$ cat config.mk
export PLATFORM = sky130hd
export DESIGN_NAME = evt_timer
export DESIGN_NICKNAME = d
export VERILOG_FILES = /design/src/rtl/et_pkg.sv /design/src/rtl/et_ctrl.sv /design/src/rtl/et_channel.sv /design/src/rtl/et_datapath.sv /design/src/rtl/evt_timer.sv
export SDC_FILE = /design/constraint.sdc
export NUM_CORES = 1
export LEC_CHECK = 0
export BUFFER_PORTS_ARGS = -buffer_cell sky130_fd_sc_hd__buf_2
export CORE_MARGIN = 5
export CORE_UTILIZATION = 52
export CTS_BUF_LIST = sky130_fd_sc_hd__clkbuf_8
export CTS_CLUSTER_SIZE = 8
export DETAILED_ROUTE_END_ITERATION = 16
export MAX_ROUTING_LAYER = met4
export PLACE_DENSITY_LB_ADDON = 0.2
export SETUP_SLACK_MARGIN = 0.2
export SYNTH_ARGS = -nofsm -noshare
export SYNTH_HDL_FRONTEND = slang
export SYNTH_SLANG_ARGS = --single-unit
$ cat constraint.sdc
create_clock -name clk -period 7.98 [get_ports clk]
set_clock_uncertainty 0.05 [all_clocks]
set_input_delay 0.399 -clock clk [delete_from_list [all_inputs] [get_ports clk]]
set_output_delay 0.399 -clock clk [all_outputs]
set_load 0.005 [all_outputs]
$ cat src/rtl/et_pkg.sv
package et_pkg;
  localparam int DATA_W   = 32;
  localparam int CNT_W    = 64;
  localparam int CH_IDX_W = 3;

  localparam int A_CAPINFO = 0;
  localparam int A_CAPTICK = 1;
  localparam int A_GCFG    = 2;
  localparam int A_STAT    = 3;
  localparam int A_CNTLO   = 4;
  localparam int A_CNTHI   = 5;
  localparam int A_CHBASE  = 8;

  typedef enum logic [3:0] {
    SEL_NONE, SEL_CAPINFO, SEL_CAPTICK, SEL_GCFG, SEL_STAT,
    SEL_CNTLO, SEL_CNTHI, SEL_CHCFG, SEL_CHCMP
  } rdSel_e;

  typedef struct packed {
    logic                wrGcfg;
    logic                wrStat;
    logic                wrCntLo;
    logic                wrCntHi;
    logic                wrChCfg;
    logic                wrChCmp;
    logic [CH_IDX_W-1:0] chIdx;
    rdSel_e              rdSel;
  } strobe_t;
endpackage

$ cat src/rtl/et_ctrl.sv
module et_ctrl
  import et_pkg::*;
#(
  parameter int NUM_CH = 3,
  parameter int ADDR_W = 8
) (
  input  logic [ADDR_W-1:0] busAddr,
  input  logic              busWe,
  output strobe_t           strb
);
  always_comb begin
    strb = '0;
    strb.rdSel = SEL_NONE;
    if (busAddr == ADDR_W'(A_CAPINFO)) begin
      strb.rdSel = SEL_CAPINFO;
    end else if (busAddr == ADDR_W'(A_CAPTICK)) begin
      strb.rdSel = SEL_CAPTICK;
    end else if (busAddr == ADDR_W'(A_GCFG)) begin
      strb.rdSel  = SEL_GCFG;
      strb.wrGcfg = busWe;
    end else if (busAddr == ADDR_W'(A_STAT)) begin
      strb.rdSel  = SEL_STAT;
      strb.wrStat = busWe;
    end else if (busAddr == ADDR_W'(A_CNTLO)) begin
      strb.rdSel   = SEL_CNTLO;
      strb.wrCntLo = busWe;
    end else if (busAddr == ADDR_W'(A_CNTHI)) begin
      strb.rdSel   = SEL_CNTHI;
      strb.wrCntHi = busWe;
    end
    for (int i = 0; i < NUM_CH; i++) begin
      if (busAddr == ADDR_W'(A_CHBASE + 2 * i)) begin
        strb.rdSel   = SEL_CHCFG;
        strb.chIdx   = CH_IDX_W'(i);
        strb.wrChCfg = busWe;
      end
      if (busAddr == ADDR_W'(A_CHBASE + 2 * i + 1)) begin
        strb.rdSel   = SEL_CHCMP;
        strb.chIdx   = CH_IDX_W'(i);
        strb.wrChCmp = busWe;
      end
    end
  end
endmodule

$ cat src/rtl/et_channel.sv
module et_channel
  import et_pkg::*;
#(
  parameter bit PER_CAP = 1'b1
) (
  input  logic              clk,
  input  logic              rstN,
  input  logic [CNT_W-1:0]  cntVal,
  input  logic              cntEn,
  input  logic              wrCfg,
  input  logic              wrCmp,
  input  logic [DATA_W-1:0] wdata,
  input  logic              statusBit,
  output logic [DATA_W-1:0] cfgRd,
  output logic [DATA_W-1:0] cmpRd,
  output logic              levelHit,
  output logic              irqOut
);
  logic              levelType, intEn, perSel, force32, setVal, pulse;
  logic [DATA_W-1:0] cmpVal, periodVal;
  logic              lowEq, highZero, hit;

  assign lowEq    = (cntVal[DATA_W-1:0] == cmpVal);
  assign highZero = (cntVal[CNT_W-1:DATA_W] == '0);
  assign hit      = cntEn && lowEq && (force32 || highZero);

  always_ff @(posedge clk) begin
    if (!rstN) begin
      levelType <= 1'b0;
      intEn     <= 1'b0;
      perSel    <= 1'b0;
      force32   <= 1'b0;
      setVal    <= 1'b0;
      cmpVal    <= '0;
      periodVal <= '0;
      pulse     <= 1'b0;
    end else begin
      pulse <= hit && !levelType && intEn;
      if (wrCfg) begin
        levelType <= wdata[0];
        intEn     <= wdata[1];
        perSel    <= wdata[2] & PER_CAP;
        force32   <= wdata[4];
        setVal    <= wdata[5];
      end
      if (wrCmp) begin
        if (!perSel || setVal) cmpVal <= wdata;
        else                   periodVal <= wdata;
        setVal <= 1'b0;
      end else if (hit && perSel) begin
        cmpVal <= cmpVal + periodVal;
      end
    end
  end

  assign cfgRd    = {26'b0, setVal, force32, PER_CAP, perSel, intEn, levelType};
  assign cmpRd    = cmpVal;
  assign levelHit = hit && levelType;
  assign irqOut   = levelType ? (statusBit && intEn) : pulse;
endmodule

$ cat src/rtl/et_datapath.sv
module et_datapath
  import et_pkg::*;
#(
  parameter int          NUM_CH       = 3,
  parameter logic [31:0] TICK_FS      = 32'd69841279,
  parameter logic [7:0]  PER_CAP_MASK = 8'h05
) (
  input  logic              clk,
  input  logic              rstN,
  input  strobe_t           strb,
  input  logic [DATA_W-1:0] wdata,
  output logic [DATA_W-1:0] rdata,
  output logic [NUM_CH-1:0] irq,
  output logic [CNT_W-1:0]  cntOut,
  output logic              enOut,
  output logic [NUM_CH-1:0] statusOut,
  output logic [NUM_CH-1:0] levelHitOut
);
  localparam logic [DATA_W-1:0] CAP_INFO =
    DATA_W'({(CNT_W > DATA_W), 3'b000, 5'(NUM_CH - 1)});

  logic [CNT_W-1:0]  cnt;
  logic              gEn;
  logic [NUM_CH-1:0] status, levelHit;
  logic [DATA_W-1:0] chCfgRd [NUM_CH];
  logic [DATA_W-1:0] chCmpRd [NUM_CH];

  always_ff @(posedge clk) begin
    if (!rstN) begin
      cnt <= '0;
      gEn <= 1'b0;
    end else begin
      if (gEn) begin
        cnt <= cnt + 1'b1;
      end else begin
        if (strb.wrCntLo) cnt[DATA_W-1:0]     <= wdata;
        if (strb.wrCntHi) cnt[CNT_W-1:DATA_W] <= wdata;
      end
      if (strb.wrGcfg) gEn <= wdata[0];
    end
  end

  always_ff @(posedge clk) begin
    if (!rstN) status <= '0;
    else status <= (status & ~(strb.wrStat ? wdata[NUM_CH-1:0] : '0)) | levelHit;
  end

  for (genvar i = 0; i < NUM_CH; i++) begin : g_ch
    et_channel #(.PER_CAP(PER_CAP_MASK[i])) u_ch (
      .clk      (clk),
      .rstN     (rstN),
      .cntVal   (cnt),
      .cntEn    (gEn),
      .wrCfg    (strb.wrChCfg && (strb.chIdx == CH_IDX_W'(i))),
      .wrCmp    (strb.wrChCmp && (strb.chIdx == CH_IDX_W'(i))),
      .wdata    (wdata),
      .statusBit(status[i]),
      .cfgRd    (chCfgRd[i]),
      .cmpRd    (chCmpRd[i]),
      .levelHit (levelHit[i]),
      .irqOut   (irq[i])
    );
  end

  always_comb begin
    rdata = '0;
    case (strb.rdSel)
      SEL_CAPINFO: rdata = CAP_INFO;
      SEL_CAPTICK: rdata = TICK_FS;
      SEL_GCFG:    rdata = {31'b0, gEn};
      SEL_STAT:    rdata = DATA_W'(status);
      SEL_CNTLO:   rdata = cnt[DATA_W-1:0];
      SEL_CNTHI:   rdata = cnt[CNT_W-1:DATA_W];
      SEL_CHCFG: begin
        for (int i = 0; i < NUM_CH; i++)
          if (strb.chIdx == CH_IDX_W'(i)) rdata = chCfgRd[i];
      end
      SEL_CHCMP: begin
        for (int i = 0; i < NUM_CH; i++)
          if (strb.chIdx == CH_IDX_W'(i)) rdata = chCmpRd[i];
      end
      default: rdata = '0;
    endcase
  end

  assign cntOut      = cnt;
  assign enOut       = gEn;
  assign statusOut   = status;
  assign levelHitOut = levelHit;
endmodule

$ cat src/rtl/evt_timer.sv
module evt_timer
  import et_pkg::*;
#(
  parameter int          NUM_CH       = 3,
  parameter int          ADDR_W       = 8,
  parameter logic [31:0] TICK_FS      = 32'd69841279,
  parameter logic [7:0]  PER_CAP_MASK = 8'h05
) (
  input  logic              clk,
  input  logic              rstN,
  input  logic [ADDR_W-1:0] busAddr,
  input  logic              busWe,
  input  logic [31:0]       busWdata,
  output logic [31:0]       busRdata,
  output logic [NUM_CH-1:0] irq
);
  strobe_t           strb;
  logic [CNT_W-1:0]  cntVal;
  logic              cntEn;
  logic [NUM_CH-1:0] statusVec, levelHitVec;

  et_ctrl #(.NUM_CH(NUM_CH), .ADDR_W(ADDR_W)) u_ctrl (
    .busAddr(busAddr),
    .busWe  (busWe),
    .strb   (strb)
  );

  et_datapath #(
    .NUM_CH(NUM_CH), .TICK_FS(TICK_FS), .PER_CAP_MASK(PER_CAP_MASK)
  ) u_dp (
    .clk        (clk),
    .rstN       (rstN),
    .strb       (strb),
    .wdata      (busWdata),
    .rdata      (busRdata),
    .irq        (irq),
    .cntOut     (cntVal),
    .enOut      (cntEn),
    .statusOut  (statusVec),
    .levelHitOut(levelHitVec)
  );
endmodule

Word level (Yosys, flattened, before mapping)

Index checks and enable logic that the tools add are counted.

Equality and inequality tests: 26
Bitwise operators: 6
Mux-type cells: 45
Reductions and logical operators: 50
Add/sub/neg operators: 3

Operators with widths:

| operator                                      | number |
|---|---|
| 2-to-1 mux 32 bit                             | 12 |
| one-hot mux 32 bit (8 select lines)           | 1 |
| == test 32 bit                                | 3 |
| adder 32 bit                                  | 2 |
| adder 64 x 1 -> 64 bit, second input constant | 1 |
| 2-to-1 mux 64 bit                             | 1 |
| == test 8 x 4 -> 1 bit, second input constant | 6 |
| zero test 32 bit                              | 1 |
| 2-to-1 mux 4 bit                              | 8 |
| logical AND 1 bit                             | 26 |
| 2-to-1 mux 8 bit                              | 3 |
| 2-to-1 mux 6 bit                              | 3 |
| == test 4 x 3 -> 1 bit, second input constant | 4 |
| == test 8 x 2 -> 1 bit, second input constant | 2 |
| == test 8 x 3 -> 1 bit, second input constant | 2 |
| 2-to-1 mux 7 bit                              | 2 |
| 2-to-1 mux 1 bit                              | 11 |
| 2-to-1 mux 3 bit                              | 3 |
| == test 4 x 2 -> 1 bit, second input constant | 2 |
| == test 8 x 1 -> 1 bit, second input constant | 1 |
| zero test 8 bit                               | 1 |
| AND reduction 2 bit                           | 4 |
| nonzero test 2 bit                            | 4 |
| OR reduction 2 bit                            | 3 |
| other kinds (13)                              | 24 |

Output and inout port bits: 35
Logic and storage cells: 156
Input port bits: 43
Bits in registers: 245

Depth between registers and ports, before layout

Depth after elaboration: 18
Mapped depth: 12
Gate-level depth less buffers: 12

Hierarchy

Synthesis repeated with hierarchy kept, for this count alone.

Cell total of the unflattened synthesis: 2469
Area, all modules: 19124.6 um2

By module, submodules not included:

| module                              | cells each | instances | area each (um2) |
|---|---|---|---|
| et_channel at u_dp.g_ch[0].u_ch ... | 664        | 2         | 5293.8 |
| et_datapath                         | 898        | 1         | 6292.3 |
| et_channel at u_dp.g_ch[1].u_ch     | 215        | 1         | 2077.0 |
| et_ctrl                             | 28         | 1         | 167.7 |

Least setup slack after synthesis

OpenSTA, ideal clock, no wires.

Path kind: register -> register
Start point: register u_dp.g_ch[0].u_ch.cmpVal[10]
End point: register u_dp.g_ch[0].u_ch.cmpVal[31]
Stages on the path, launching flop included: 11
Library setup time: 0.127 ns
Data required time: 7.803 ns
Data arrival time: 2.666 ns
Setup slack: 5.137 ns
Period minus slack after synthesis: 2.843 ns
Cell sequence: dfxtp_1 -> ha_1 -> a211o_1 -> a221o_1 -> a211o_1 -> o211ai_2 -> o21ai_1 -> o21ai_0 -> mux2_2 -> a221oi_1 -> o22ai_1

Longest elaborated chain between the ends: 6
Elaborated cells between the ends (all ways): 9
Classes of those cells: add/sub: 1; eq/ne: 1; mux: 2; reduce/logical: 5

Ends and longest elaborated chain:

| what                                                 | RTL line         | RTL |
|---|---|---|
| start: declaration                                   | et_channel.sv:20 | `logic [DATA_W-1:0] cmpVal, periodVal;` |
| start signal: assignment                             | et_channel.sv:47 | `if (!perSel \|\| setVal) cmpVal <= wdata;` |
| start signal: assignment                             | et_channel.sv:51 | `cmpVal <= cmpVal + periodVal;` |
| branches (longest 6 deep; another with adder 32 bit) | -                |  |

Several ways; the timed one is not identified. The select of a mux whose other input is x is not followed.
A chain may end at the register's enable or synchronous reset.

Worst setup path after layout

Start point: register u_dp.gEn, in the netlist u_dp.enOut
End point: register u_dp.g_ch[0].u_ch.cmpVal[22]

Longest elaborated chain between the ends: 5

Ends and longest elaborated chain:

| what                                 | RTL line          | RTL |
|---|---|---|
| start: declaration                   | et_datapath.sv:23 | `logic gEn;` |
| start signal: assignment             | et_datapath.sv:39 | `if (strb.wrGcfg) gEn <= wdata[0];` |
| logical AND 1 bit (2 in series)      | et_channel.sv:25  | `assign hit = cntEn && lowEq && (force32 \|\| highZero);` |
| logical AND 1 bit                    | et_channel.sv:50  | `end else if (hit && perSel) begin` |
| nonzero test 2 bit (no source line)  | -                 |  |
| AND reduction 2 bit (no source line) | -                 |  |

Every way passes these cells.

==> metrics.md <==
| Metric | Value |
|---|---|
| Status | complete, no violations |
| Total power | between 2 and 3 mW |
| Vias | roughly 17k |
| Synth area leader | dfxtp_1 |
| Cell area after synthesis | ~17000 µm² |
| Top-area cell type share of the netlist area | between 20% and 30% |
| Post-synth EDFFs | 0 |
| Clk root buf | clkbuf_8 |
| NetSw | ~0.7 mW |
| Setup crit start kind | flop |
| Setup Crit Path Kind | reg -> reg |
| Max Slew Vio Count | 0 |
| F_max | approximately 270 MHz |
| Commonest non-fill, non-tap cell in the layout | nand2_1 |
| Post-route minimum period | between 3 and 4 ns |
| Sequential share of the synthesized area | just under 30% |
| Filler Cell Count | between 3k and 4k |
| Gpl congestion | approximately 1.0 |
| Synth area leaders | dfxtp_1 (29%), nand2_1 (11%), a21oi_1 (8.6%) |
| Max-Cap Viols | 0 |
| Area occupied by multi-input gates | around 11000 µm² |
| Hold Path Stages | 3 |
| CP max FO | roughly 60 |
| Largest net degree at the start of global routing | 75 |
| Post-Syn Instances | 2323 |
| Worst Reg2Reg Path Length in Cells | 8 |
| Buf+Inv Stages, Crit Path | 2 |
| Die Area | ~36000 µm² |
| Placeable Area | 32400 µm² |
| Sw Share | 25.7% |
| Post-DRT Antenna Nets | 0 |
| Drt first pass iters | 5 |
| Combinational fraction of design power | roughly 3.9% |
| CP top delay family | buffers and inverters |
| Worst-path clk slew | ~0.060 ns |
| Leakage power | between 7 and 8 nW |
| Async SR Flop Fraction | 0% |
| RSZ-0062 raised after global routing | no |
| Port Buffers | 77 |
| Final Worst Setup Slack | 4.27 ns |
| Final hold viol count | 0 |
| # rows | 66 |
| Pre-CTS setup slack | between 4 and 5 ns |
| Num CTS Buffers | 47 |
| Syn Area/Cell | ~7.3 µm² |
| Syn Nets | between 2k and 2.5k |
| Starting density of the core | 52.3% |
| Worst path depth | 8 |
| GRT Residual Overflow | 0 |
| Cell internal pwr | ~2 mW |
| WHS | approximately 0.064 ns |
| Setup tns final | 0 ns |
| Most used flip-flop cell after synthesis | dfxtp_1 |
| Post-CTS Setup Inserts | 0 |
| Via density per instance | between 6 and 7 |
| CTS tree | done |
| Clock share of power | about half |
| HP Start | busWdata[28] |
| Wirelength per Cell | between 20 and 25 µm |
| Die Span Y | 190 µm |
| Share of cells above drive strength 1 | about a tenth |
| Register area | between 4000 and 5000 µm² |
| Final number of setup-violating endpoints | 0 |
| Hold Path Class | in -> reg |
| Htree depth | 2 |
| Sequential share of power | 45.9% |
| Initial antenna violation count | 6 |
| Hold buffers post-CTS | 0 |
| Max_slew headroom | 18.9% |
| Worst-margin pin slew | between 1 and 1.5 ns |
| Synthesis warning total | 0 |
| Final HPWL DP | 44400 µm |
| Period Utilization, post-route | ~46% |
| CTS sink cnt | between 200 and 250 |
| 1st-iter DRT viols | about 1.9k |
| Critical Path End Type | flop |
| Vias in the first global route | approximately 16k |
| Commonest cells after routing, fill and taps aside | nand2_1 (483), a21oi_1 (292), dfxtp_1 (244), nor2_1 (156), o21ai_0 (113) |
| Die width | approximately 190 µm |
| First-pass GRT wire length | about 95000 µm |
| Critical Path AT | around 4.1 ns |
| Max VDD drop | between 0.1 and 0.15 mV |
| Clk buf depth | 3 |
| Cts repair resizes | 0 |
| Drt drc | 0 |
| Reg-to-Reg Start | u_dp.enOut |
| Post-synth cell types | between 90 and 100 |
| Worst-skew pair later-pin latency | around 0.64 ns |
| WP data required | between 8 and 9 ns |
| Layout area overhead | 8.31% |
| PwrDens | between 100 and 150 nW/µm² |
| Max incr delay on CP | around 0.7 ns |
| CP cell instances | inv_1, nor4_2, nand3_2, o31ai_4, buf_4, mux2_1, nand2_1, a31oi_1 |
| Slowest-stage cell, CP | nor4_2 |
| Nets | 2405 |
| Crit path launch | u_dp.enOut |
| Total GRT Usage | between 30 and 40% |
| IO Pins | 78 |
| Post-synthesis sequential element count | about 250 |
| Reg2reg setup slack | ~4.3 ns |
| Routed Wire Length | between 60000 and 70000 µm |
[synthesized netlist by cell type (all sizes together) (4+ instances only)]
master	instances
a211o	5
a211oi	39
a21o	30
a21oi	292
a221o	5
a221oi	7
a22oi	20
a311oi	15
a31oi	31
a41o	4
and2	13
and3	27
and4	12
buf	69
clkbuf	108
dfxtp	245
ha	63
inv	34
mux2	15
mux2i	29
nand2	483
nand2b	16
nand3	51
nand4	37
nor2	161
nor2b	17
nor3	37
nor4	26
nor4b	6
o211a	4
o211ai	19
o21a	16
o21ai	118
o21bai	5
o221ai	4
o311ai	4
o31a	7
o31ai	8
or2	6
or3	11
xnor2	105
xor2	77
[state kept, by name, summed over array words and instances (netlist names), 2 cells and up]
name	count
u_dp.g_ch.u_ch.pulse	3
u_dp.statusOut	3
u_dp.g_ch.u_ch.periodVal	64
u_dp.g_ch.u_ch.cmpRd	96
u_dp.g_ch.u_ch.force32	3
u_dp.g_ch.u_ch.levelType	3
u_dp.g_ch.u_ch.perSel	2
u_dp.cntOut	64
u_dp.g_ch.u_ch.setVal	3
u_dp.g_ch.u_ch.intEn	3
[cell type report]
| type | count | area share [%] |
|---|---|---|
| multi-input cells | 1867 | 60.8 |
| flip-flops and latches | 245 | 26.8 |
| clock buffers | 60 | 4.50 |
| repair buffers | 102 | 3.12 |
| well taps | 442 | 3.02 |
| clock inverters | 26 | 0.928 |
| inverters | 34 | 0.723 |
| diodes | 7 | 0.0955 |
[power by group through the flow]
stage                     registers (mW)  clock network, mW  logic (mW)
after floorplan                     1.25                  0      0.0457
after global placement              1.25                  0      0.0996
after detailed placement            1.25                  0      0.0997
after CTS                           1.23               1.36       0.100
after global routing                1.23               1.42       0.106
final                               1.23               1.34       0.103
[worst reg2reg max path, cell delays in order (launching register included)]
cell and delay (ns):
dfxtp_4 0.67, inv_1 0.65, nor4_2 0.71, nand3_2 0.20, o31ai_4 0.19, buf_4 0.55, mux2_1 0.43, nand2_1 0.07
a31oi_1 0.05
[per-layer routing]
metal  vias to the layer above  GRT usage [%]  share of wire [%]
met2                       823           51.7                 43
met3                       174           6.15                8.7
li1                       8145              -                  -
met4                         0           14.4                4.6
met1                      8195           46.1                 43
met5                         -              -                  0
[per-stage QoR]
stage,area (µm²),cells,util (%)
6_report,18300,2783,56.7
3_3_place_gp,17300,2690,53.5
3_5_place_dp,17300,2690,53.5
4_1_cts,18300,2776,56.6
2_1_floorplan,16900,2323,-
5_1_grt,18300,2782,56.6
[kinds of logic after synthesis]
group / count (synthesis) / share of synthesized area [%]
simple gates: 913 / 24.5
compound gates: 663 / 24.2
flops: 245 / 29.0
buf+inv: 211 / 5.31
xor+xnor: 182 / 9.41
fa+ha+maj: 65 / 4.89
mux: 44 / 2.71
[worst paths after layout]
kind	to
setup / recovery	u_dp.g_ch[0].u_ch.cmpRd[22]
hold / removal	u_dp.g_ch[1].u_ch.cmpRd[28]
setup reg to reg	u_dp.g_ch[0].u_ch.cmpRd[22]
hold reg to reg	u_dp.g_ch[0].u_ch.periodVal[21]
(Power assumes the default switching activity.)
